`src/rtl/vsf_pkg.sv`:
```
package vsf_pkg;

   typedef logic [3:0] mode_t;

   localparam mode_t MD_SINGLE = 4'd0;
   localparam mode_t MD_QUAD   = 4'd1;
   localparam mode_t MD_QTAIL  = 4'd2;
   localparam mode_t MD_QHEAD  = 4'd3;
   localparam mode_t MD_RUN    = 4'd5;
   localparam mode_t MD_GTAIL  = 4'd9;
   localparam mode_t MD_GHEAD  = 4'd13;

   function automatic logic mode_known(mode_t m);
      case (m)
         MD_SINGLE, MD_QUAD, MD_QTAIL, MD_QHEAD,
         MD_RUN, MD_GTAIL, MD_GHEAD: mode_known = 1'b1;
         default:                    mode_known = 1'b0;
      endcase
   endfunction

endpackage

```
`src/rtl/vsf_mode_reg.sv`:
```
module vsf_mode_reg
   import vsf_pkg::*;
#(
   parameter int WIN_AW = 5
) (
   input  logic              clk,
   input  logic              rst_n,
   input  logic              mode_we,
   input  logic [WIN_AW-1:0] mode_ofs,
   output mode_t             mode_q,
   output logic              unsup
);

   logic unused_ofs_lsb;
   assign unused_ofs_lsb = mode_ofs[0];

   always_ff @(posedge clk) begin
      if (!rst_n)       mode_q <= MD_SINGLE;
      else if (mode_we) mode_q <= mode_ofs[WIN_AW-1:1];
   end

   assign unsup = !mode_known(mode_q);

   AST_MODE_LOAD: assert property (@(posedge clk) disable iff (!rst_n)
      mode_we |=> (mode_q == $past(mode_ofs[WIN_AW-1:1])));

   AST_MODE_HOLD: assert property (@(posedge clk) disable iff (!rst_n)
      (!mode_we && $past(rst_n)) |=> $stable(mode_q));

endmodule

```
`src/rtl/vsf_span_calc.sv`:
```
module vsf_span_calc
   import vsf_pkg::*;
#(
   parameter int AW          = 19,
   parameter int MEM_BYTES   = 32'h78000,
   parameter int LINE_BYTES  = 1024,
   parameter int GROUP_BYTES = 20,
   parameter int QUAD_BYTES  = 4,
   parameter bit CLIP_EN     = 1'b1
) (
   input  mode_t          mode,
   input  logic [AW-1:0]  target,
   output logic [AW-1:0]  span_first,
   output logic [AW-1:0]  span_last,
   output logic           span_ok
);

   localparam int XW = AW + 1;
   localparam logic [XW-1:0] LINE_X = XW'(LINE_BYTES);
   localparam logic [XW-1:0] GRP_X  = XW'(GROUP_BYTES);
   localparam logic [XW-1:0] QUAD_X = XW'(QUAD_BYTES);
   localparam logic [XW-1:0] QMASK  = ~XW'(QUAD_BYTES - 1);
   localparam logic [XW-1:0] MEM_X  = XW'(MEM_BYTES);
   localparam logic [XW-1:0] ONE_X  = XW'(1);

   logic [XW-1:0] t_x, col, gofs, qdown, qup, s_x, e_x, e_c;

   always_comb begin
      t_x   = {1'b0, target};
      col   = t_x % LINE_X;
      gofs  = col % GRP_X;
      qdown = t_x & QMASK;
      qup   = (t_x + QUAD_X) & QMASK;
      case (mode)
         MD_QUAD:  begin s_x = t_x;        e_x = t_x + QUAD_X;         end
         MD_QTAIL: begin s_x = qdown;      e_x = t_x + ONE_X;          end
         MD_QHEAD: begin s_x = t_x;        e_x = qup;                  end
         MD_RUN:   begin s_x = t_x;        e_x = t_x + GRP_X;          end
         MD_GTAIL: begin s_x = t_x - gofs; e_x = qup;                  end
         MD_GHEAD: begin s_x = t_x;        e_x = t_x + GRP_X - gofs;   end
         default:  begin s_x = t_x;        e_x = t_x + ONE_X;          end
      endcase
   end

   generate
      if (CLIP_EN) begin : g_clip
         assign e_c = (e_x > MEM_X) ? MEM_X : e_x;
      end else begin : g_noclip
         assign e_c = e_x;
      end
   endgenerate

   assign span_ok    = (s_x < e_c) && (s_x < MEM_X);
   assign span_first = s_x[AW-1:0];
   assign span_last  = AW'(e_c - ONE_X);

endmodule

```
`src/rtl/vsf_fill_seq.sv`:
```
module vsf_fill_seq #(
   parameter int AW = 19,
   parameter int DW = 8
) (
   input  logic          clk,
   input  logic          rst_n,
   input  logic          load,
   input  logic [AW-1:0] ld_first,
   input  logic [AW-1:0] ld_last,
   input  logic [DW-1:0] ld_data,
   output logic          busy,
   output logic          we,
   output logic [AW-1:0] addr,
   output logic [DW-1:0] wdata
);

   logic          run_q;
   logic [AW-1:0] cur_q, last_q;
   logic [DW-1:0] dat_q;

   always_ff @(posedge clk) begin
      if (!rst_n) begin
         run_q  <= 1'b0;
         cur_q  <= '0;
         last_q <= '0;
         dat_q  <= '0;
      end else if (load) begin
         run_q  <= 1'b1;
         cur_q  <= ld_first;
         last_q <= ld_last;
         dat_q  <= ld_data;
      end else if (run_q) begin
         if (cur_q == last_q) run_q <= 1'b0;
         else                 cur_q <= cur_q + 1'b1;
      end
   end

   assign busy  = run_q;
   assign we    = run_q;
   assign addr  = cur_q;
   assign wdata = dat_q;

   AST_LOAD_IDLE: assert property (@(posedge clk) disable iff (!rst_n)
      load |-> !run_q);

   AST_ADDR_ASC: assert property (@(posedge clk) disable iff (!rst_n)
      (run_q && (cur_q != last_q)) |=> (run_q && (cur_q == $past(cur_q) + 1'b1)));

   AST_DATA_HELD: assert property (@(posedge clk) disable iff (!rst_n)
      (run_q && (cur_q != last_q)) |=> $stable(dat_q));

endmodule

```
`src/rtl/vram_span_fill.sv`:
```
module vram_span_fill
   import vsf_pkg::*;
#(
   parameter int AW          = 19,
   parameter int DW          = 8,
   parameter int WIN_AW      = 5,
   parameter int MEM_BYTES   = 32'h78000,
   parameter int LINE_BYTES  = 1024,
   parameter int GROUP_BYTES = 20,
   parameter int QUAD_BYTES  = 4,
   parameter bit CLIP_EN     = 1'b1
) (
   input  logic              clk,
   input  logic              rst_n,
   input  logic              mode_we,
   input  logic [WIN_AW-1:0] mode_ofs,
   input  logic              wr_req,
   input  logic [AW-1:0]     wr_addr,
   input  logic [DW-1:0]     wr_data,
   input  logic [AW-1:0]     rd_addr,
   output logic [DW-1:0]     rd_data,
   output logic              busy,
   output logic              unsup_mode,
   output logic              mem_we,
   output logic [AW-1:0]     mem_addr,
   output logic [DW-1:0]     mem_wdata,
   output logic [AW-1:0]     mem_raddr,
   input  logic [DW-1:0]     mem_rdata
);

   localparam logic [AW:0] MEM_X = (AW+1)'(MEM_BYTES);

   generate
      if (WIN_AW - 1 != $bits(mode_t)) begin : g_bad_win
         $error("mode window offset must carry exactly one mode field");
      end
      if (MEM_BYTES > (1 << AW)) begin : g_bad_mem
         $error("memory size exceeds address range");
      end
      if ((QUAD_BYTES & (QUAD_BYTES - 1)) != 0) begin : g_bad_quad
         $error("quad size must be a power of two");
      end
      if (GROUP_BYTES < QUAD_BYTES || LINE_BYTES < GROUP_BYTES) begin : g_bad_grp
         $error("group and line sizes out of order");
      end
   endgenerate

   mode_t         mode_q;
   logic [AW-1:0] span_first, span_last;
   logic          span_ok, accept;

   vsf_mode_reg #(.WIN_AW(WIN_AW)) i_mode (
      .clk      (clk),
      .rst_n    (rst_n),
      .mode_we  (mode_we),
      .mode_ofs (mode_ofs),
      .mode_q   (mode_q),
      .unsup    (unsup_mode)
   );

   vsf_span_calc #(
      .AW(AW), .MEM_BYTES(MEM_BYTES), .LINE_BYTES(LINE_BYTES),
      .GROUP_BYTES(GROUP_BYTES), .QUAD_BYTES(QUAD_BYTES), .CLIP_EN(CLIP_EN)
   ) i_calc (
      .mode       (mode_q),
      .target     (wr_addr),
      .span_first (span_first),
      .span_last  (span_last),
      .span_ok    (span_ok)
   );

   assign accept = wr_req && !busy && span_ok;

   vsf_fill_seq #(.AW(AW), .DW(DW)) i_seq (
      .clk      (clk),
      .rst_n    (rst_n),
      .load     (accept),
      .ld_first (span_first),
      .ld_last  (span_last),
      .ld_data  (wr_data),
      .busy     (busy),
      .we       (mem_we),
      .addr     (mem_addr),
      .wdata    (mem_wdata)
   );

   assign mem_raddr = rd_addr;
   assign rd_data   = mem_rdata;

   AST_NO_OVERRUN: assert property (@(posedge clk) disable iff (!rst_n)
      mem_we |-> ({1'b0, mem_addr} < MEM_X));

   AST_SINGLE_WRITE: assert property (@(posedge clk) disable iff (!rst_n)
      (wr_req && !busy && mode_q == MD_SINGLE && ({1'b0, wr_addr} < MEM_X))
      |=> (mem_we && mem_addr == $past(wr_addr) && mem_wdata == $past(wr_data))
      ##1 !mem_we);

   AST_UNSUP_SINGLE: assert property (@(posedge clk) disable iff (!rst_n)
      (wr_req && !busy && unsup_mode && ({1'b0, wr_addr} < MEM_X))
      |=> (mem_we && mem_addr == $past(wr_addr)) ##1 !mem_we);

   AST_OUT_OF_RANGE: assert property (@(posedge clk) disable iff (!rst_n)
      (wr_req && !busy && ({1'b0, wr_addr} >= MEM_X)) |=> !mem_we);

endmodule

```
`config.mk`:
```
export PLATFORM = sky130hd
export DESIGN_NAME = vram_span_fill
export DESIGN_NICKNAME = d
export VERILOG_FILES = /design/src/rtl/vsf_pkg.sv /design/src/rtl/vsf_mode_reg.sv /design/src/rtl/vsf_span_calc.sv /design/src/rtl/vsf_fill_seq.sv /design/src/rtl/vram_span_fill.sv
export SDC_FILE = /design/constraint.sdc
export NUM_CORES = 1
export LEC_CHECK = 0
export CAP_MARGIN = 20
export CELL_PAD_IN_SITES_DETAIL_PLACEMENT = 1
export CELL_PAD_IN_SITES_GLOBAL_PLACEMENT = 1
export CORE_MARGIN = 2
export CORE_UTILIZATION = 46
export DETAILED_ROUTE_END_ITERATION = 10
export PLACE_DENSITY_LB_ADDON = 0.15
export SLEW_MARGIN = 0
export SYNTH_ARGS = -nofsm -noshare
export SYNTH_HDL_FRONTEND = slang
export SYNTH_SLANG_ARGS = --single-unit
```
`constraint.sdc`:
```
create_clock -name clk -period 35.2 [get_ports clk]
set_input_delay 10.56 -clock clk [delete_from_list [all_inputs] [get_ports clk]]
set_output_delay 10.56 -clock clk [all_outputs]
set_load 0.02 [all_outputs]
```
==> metrics.csv, run 1 <==
stage;metric;value;unit
final_layout;diodes inserted;0;
timing;worst-margin pin slew;855;ps
status;status;completed;
placement;Cells after DPL;1560;
timing;setup TNS;0;ps
setup_path;critical path type;in -> reg;
clocking;CTS tree;done;
routing;final WL;34300;um
routing;drt wl/cell;21.9;um
timing;final hold violations;0;
final_layout;share of layout cells above drive strength 1;6.87;%
clocking;hold_buf cts;0;
timing;setup violators final;0;
placement;worst slack, placed;10600;ps
run;max_cap viols;0;
yosys;main area contributors after synthesis;dfxtp_1 (11%), ha_1 (7.3%), xnor2_1 (5.7%);
yosys;synth unique cells;118;
grt;total track usage;30.9;%
setup_path;critical path's slowest cell;clkdlybuf4s50_1;
yosys;ys async rst share;0;%
placement;Post-DP HPWL;26500;um
setup_path;CP Max Fanout;31;
yosys;post-synthesis sequential area ratio;10.7;%
yosys;Synth Warn #;0;
clocking;post-cts sizing count;0;
setup_path;Worst EP required;35320;ps
setup_path;slowest cell delay on critical path;970;ps
setup_path;Worst EP arrival;24710;ps
clocking;CTS Buf Count;5;
floorplan;Ports;120;
timing;max_slew headroom;42.7;%
timing;crit share post-route;69.8;%
routing;DR vias;10400;
timing;fin crit period;24590;ps
placement;Port Buffers;64;
timing;Max Clock Skew;4.62;ps
setup_path;crit end category;flop;
clocking;clock slew at reported path FFs;60;ps
clocking;H-tree Lvls;2;
yosys;synthesized cell area;9550;sq um
setup_path;R2R setup slack;26950;ps
routing;Pre-Repair DR Iteration Count;5;
yosys;number of synthesized register bits;51;
clocking;clock sink total;51;
final_layout;post-layout util;50.3;%
floorplan;die width;148;um
clocking;Clock Latency Late Sink;290;ps
pwr;VDD IR-drop max;30.0;uV
yosys;syn nets;1439;
min_path;hold_sp;i_seq.wdata[2];
grt;initial antenna violation count;0;
final_layout;nets;1416;
setup_path;Critical path origin;wr_addr[3];
yosys;Mapped Cells;1320;
yosys;Top FF cell, synth;dfxtp_1;
yosys;post-synth top area cell;dfxtp_1;
placement;GPL Wtd Cong;0.933;
clocking;postcts setup bufs;0;
routing;via/cell ratio;6.62;
timing;Final WS setup;10620;ps
floorplan;core area;20300;sq um
floorplan;DIE AREA;21900;sq um
min_path;Hold Crit Class;reg -> reg;
pwr;P_leak;3.82;nW
routing;DRC viols;0;
yosys;Post-synth EDFFs;0;
setup_path;CP startpoint kind;input pin;
floorplan;row count;52;
grt;global-route wire length before repair;55200;um
yosys;Syn Area/Cell;7.24;sq um
final_layout;Final Non-Filler Cells;1566;
yosys;top cell type's share of synthesized area;10.7;%
routing;ANT nets after route;0;
final_layout;area delta synth->final;6.85;%
clocking;Clock Tree Buf Depth;2;
grt;total grt overflow;0;
pwr;PwrDens;43.7;nW/um^2
grt;vias in the first global route;10200;
setup_path;cell repeated most along the worst path;nor2_1;
grt;largest net degree at the start of global routing;46;
floorplan;initial core utilization;47.0;%
floorplan;Die Height;148;um
setup_path;worst r2r src;i_mode.mode_q[2];
timing;fin. max-slew vios;0;
timing;maximum clock frequency;40.7;MHz
clocking;CTS root buf;clkbuf_16;
routing;Iter 0 DRT Violations;840;
timing;unrepaired setup endpoints after global routing;false;
==> flip-flops by register name, summed over array words and instances (netlist names) <==
signal / count
i_seq.last_q: 19
i_seq.addr: 19
i_seq.wdata: 8
i_mode.mode_q: 4
i_seq.busy: 1
==> worst max-delay path, delay by kind of cell <==
| family | cells | cell delay [ps] |
|---|---|---|
| compound gates | 20 | 6270 |
| simple gates | 16 | 4150 |
| buf+inv | 3 | 1760 |
| fa+ha+maj | 3 | 1170 |
| xor+xnor | 2 | 740 |
==> cell type report <==
type | instances | area, sq um
Clock buffer | 6 | 129
Fill cell | 2620 | 10100
Inverter | 34 | 128
Multi-Input combinational cell | 1125 | 7830
Sequential cell | 51 | 1020
Tap cell | 270 | 338
Timing Repair Buffer | 80 | 761
==> Yosys cell counts (all sizes together), types with 31 or more instances <==
library cell and count:
o21ai 83, clkbuf 50, nand2 106, nor2 119
ha 56, xor2 49, xnor2 64, a21oi 92
a211oi 34, inv 31, nor3 50, nand3 54
buf 60, dfxtp 51
==> per-layer routing <==
metal	vias up	part of all wire, %	global-route usage (%)	wire length (um)
met5	-	0	0	0
met4	0	3.0	9.48	1040
met3	55	4.1	3.28	1410
met2	247	47	50.8	16100
met1	5147	46	42.7	15700
li1	4919	-	-	-
==> stage by stage <==
stage	area (sq um)	total power [mW]	hold slack [ps]
after floorplan	9550	0.320	475
after global placement	10100	0.384	462
after detailed placement	10100	0.393	476
after CTS	10200	0.442	490
after global routing	10200	0.483	508
final	10200	0.446	482
==> where the power goes <==
group	internal (mW)	switching [mW]	leakage, nW
logic	0.123	0.203	3.34
registers	0.0645	0.00802	0.420
clock network	0.0257	0.0213	0.0628
==> layout by cell type (no fill, tap or decap), types with 10 or more instances in the layout <==
cell type / instances
nor2_1: 117
nand2_1: 105
a21oi_1: 91
o21ai_0: 77
clkdlybuf4s50_1: 64
xnor2_1: 62
ha_1: 56
nand3_1: 51
dfxtp_1: 51
nor3_1: 48
xor2_1: 48
a211oi_1: 33
inv_1: 30
and3_1: 25
nand2b_1: 23
nand4_1: 23
mux2i_1: 19
a21o_1: 18
nor4_1: 18
buf_4: 16
a31oi_1: 15
a311oi_1: 14
o211ai_1: 14
and2_1: 11
nor2b_1: 10
o31ai_1: 10
==> logic make-up after synthesis <==
logic type / count (synthesis) / synth area share, %
muxes: 25 / 2.82
adders and majority gates: 57 / 7.44
AOI/OAI and AO/OA: 427 / 33.5
other: 1 / 0.0393
xor gates and xnor gates: 113 / 10.7
DFF: 51 / 10.7
buffers and inverters: 144 / 7.52
and+or+nand+nor: 502 / 27.3
==> final timing paths <==
check,to,cells after the start
max reg2reg,i_seq.last_q[9],28
min reg2reg,i_seq.wdata[2],2
max,i_seq.last_q[9],44
min,i_seq.wdata[2],2
Note: power is estimated with default switching activity, not from simulation.
==> run 2: changes to the inputs <==
--- a/config.mk
+++ b/config.mk
@@ -9,7 +9,7 @@
 export CELL_PAD_IN_SITES_DETAIL_PLACEMENT = 1
 export CELL_PAD_IN_SITES_GLOBAL_PLACEMENT = 1
 export CORE_MARGIN = 2
-export CORE_UTILIZATION = 46
+export CORE_UTILIZATION = 42
 export DETAILED_ROUTE_END_ITERATION = 10
 export PLACE_DENSITY_LB_ADDON = 0.15
 export SLEW_MARGIN = 0
==> constraint.sdc (replaced) <==
create_clock -name clk -period 23.4 [get_ports clk]
set_input_delay 7.02 -clock clk [delete_from_list [all_inputs] [get_ports clk]]
set_output_delay 7.02 -clock clk [all_outputs]
set_load 0.02 [all_outputs]
==> run 2 against run 1 <==
Effect of this change: non-clock buffer count stayed put; worst setup slack worse by 8400 ps; register-to-register slack worse by 12000 ps; first-iteration DRC count is 13% lower; final cell count is 1.1% higher; sequential share of layout area is 0.062 points lower; clock skew is 0.89 ps higher; via count is 2.5% lower; cell area is 0.63% higher; utilization is 4.6 points lower; die area is 9.3% higher; power is 54% higher; critical path type unchanged; highest routed layer unchanged.
==> metrics.csv, run 2 (synthesis results as in run 1) <==
stage;metric;value;unit
status;status;completed;
clocking;hold_buf cts;0;
routing;drt wl/cell;21.2;um
clocking;clock slew at reported path FFs;70;ps
final_layout;nets;1416;
routing;DRC viols;0;
grt;global-route wire length before repair;54800;um
setup_path;cell repeated most along the worst path;nor2_1;
routing;DR vias;10100;
final_layout;share of layout cells above drive strength 1;7.09;%
final_layout;diodes inserted;0;
timing;max_slew headroom;41.9;%
routing;Pre-Repair DR Iteration Count;4;
timing;fin. max-slew vios;0;
routing;ANT nets after route;0;
grt;largest net degree at the start of global routing;46;
timing;fin crit period;21170;ps
final_layout;most common cell after layout, fill and taps aside;nor2_1;
timing;worst-margin pin slew;870;ps
grt;total track usage;27.8;%
floorplan;Die Height;155;um
routing;Iter 0 DRT Violations;728;
timing;crit share post-route;90.5;%
setup_path;critical path type;in -> reg;
setup_path;r2r endpoint;i_seq.last_q[10];
grt;vias in the first global route;9882;
timing;unrepaired setup endpoints after global routing;false;
timing;maximum clock frequency;47.2;MHz
clocking;H-tree Lvls;2;
floorplan;core area;22500;sq um
setup_path;Worst EP arrival;21360;ps
pwr;PwrDens;66.7;nW/um^2
final_layout;most frequent cells in the layout;nor2_1 (117), nand2_1 (105), a21oi_1 (91);
pwr;P_leak;3.85;nW
timing;final hold violations;0;
final_layout;area delta synth->final;7.52;%
min_path;hold_sp;i_seq.wdata[7];
setup_path;R2R setup slack;15200;ps
timing;setup violators final;0;
pwr;VDD IR-drop max;32.7;uV
setup_path;critical path's slowest cell;clkdlybuf4s50_1;
clocking;CTS root buf;clkbuf_16;
clocking;postcts setup bufs;0;
routing;final WL;33600;um
placement;Port Buffers;64;
setup_path;CP Max Fanout;28;
setup_path;Reg2Reg Depth;28;
clocking;Clock Latency Late Sink;290;ps
timing;setup TNS;0;ps
routing;via/cell ratio;6.38;
clocking;CTS tree;done;
min_path;Hold Crit Class;reg -> reg;
grt;total grt overflow;0;
clocking;CTS Buf Count;5;
placement;GPL Wtd Cong;0.978;
setup_path;worst r2r src;i_mode.mode_q[2];
setup_path;crit end category;flop;
timing;final hold slack;480;ps
setup_path;Worst EP required;23590;ps
setup_path;slowest cell delay on critical path;970;ps
setup_path;CP startpoint kind;input pin;
min_path;WHS Endpoint;i_seq.wdata[7];
floorplan;die width;155;um
run;max_cap viols;0;
clocking;Clock Tree Buf Depth;2;
floorplan;DIE AREA;24000;sq um
final_layout;# fillers;2830;
clocking;post-cts sizing count;0;
floorplan;Ports;120;
min_path;Hold Path Depth;2;
placement;Post-DP HPWL;26100;um
clocking;clock sink total;51;
grt;initial antenna violation count;0;
floorplan;initial core utilization;42.4;%
floorplan;row count;55;
timing;Max Clock Skew;5.51;ps
==> run 2: worst max-delay path by stage <==
stage	from	endpoint	slack (ps)
global route	wr_addr[3]	i_seq.last_q[10]	1370
CTS	wr_addr[3]	i_seq.last_q[10]	2560
floorplan	wr_addr[3]	i_seq.last_q[10]	6750
detailed placement	wr_addr[3]	i_seq.last_q[10]	2270
finish	wr_addr[3]	i_seq.last_q[10]	2230
global placement	wr_addr[3]	i_seq.last_q[10]	2450
==> run 2: per-layer routing <==
| metal | vias up | share of wire [%] | global-route usage, % |
|---|---|---|---|
| li1 | 4921 | - | - |
| met1 | 4928 | 49 | 40.3 |
| met2 | 223 | 46 | 45.6 |
| met3 | 34 | 3.5 | 2.19 |
| met4 | 0 | 1.7 | 4.89 |
| met5 | - | 0 | 0 |
==> run 2: stage by stage <==
step	instances	area [sq um]	worst slack, ps	util [%]	power (mW)
3_3_place_gp	1575	10100	2450	44.9	0.581
3_5_place_dp	1575	10100	2270	44.9	0.590
5_1_grt	1583	10300	1370	45.6	0.739
6_report	1583	10300	2230	45.6	0.685
4_1_cts	1583	10300	2560	45.6	0.679
2_1_floorplan	1320	9550	6750	-	0.482
==> run 2: cell type report <==
class                   instances  area, sq um  share of cell area [%]
inverters                      34          128                    1.24
multi-input cells            1125         7830                    76.2
well taps                     285          357                    3.47
clock buffers                   6          139                    1.35
flip-flops and latches         51         1020                    9.94
repair buffers                 80          761                    7.41
clock inverters                 2         35.0                   0.341
==> run 2: worst max-delay path, delay by kind of cell <==
family	cells	cell delay [ps]
adder cells (fa/ha/maj)	3	1200
AND/OR/NAND/NOR	16	3840
buffers and inverters	3	1820
XOR/XNOR	2	760
AO/OA/AOI/OAI	20	6710
==> run 2: report_power, final <==
part	internal, mW	switching, mW	total, mW
Combinational	0.186	0.304	0.490
Sequential	0.0970	0.0118	0.109
Clock	0.0532	0.0330	0.0862
Total	0.336	0.349	0.685
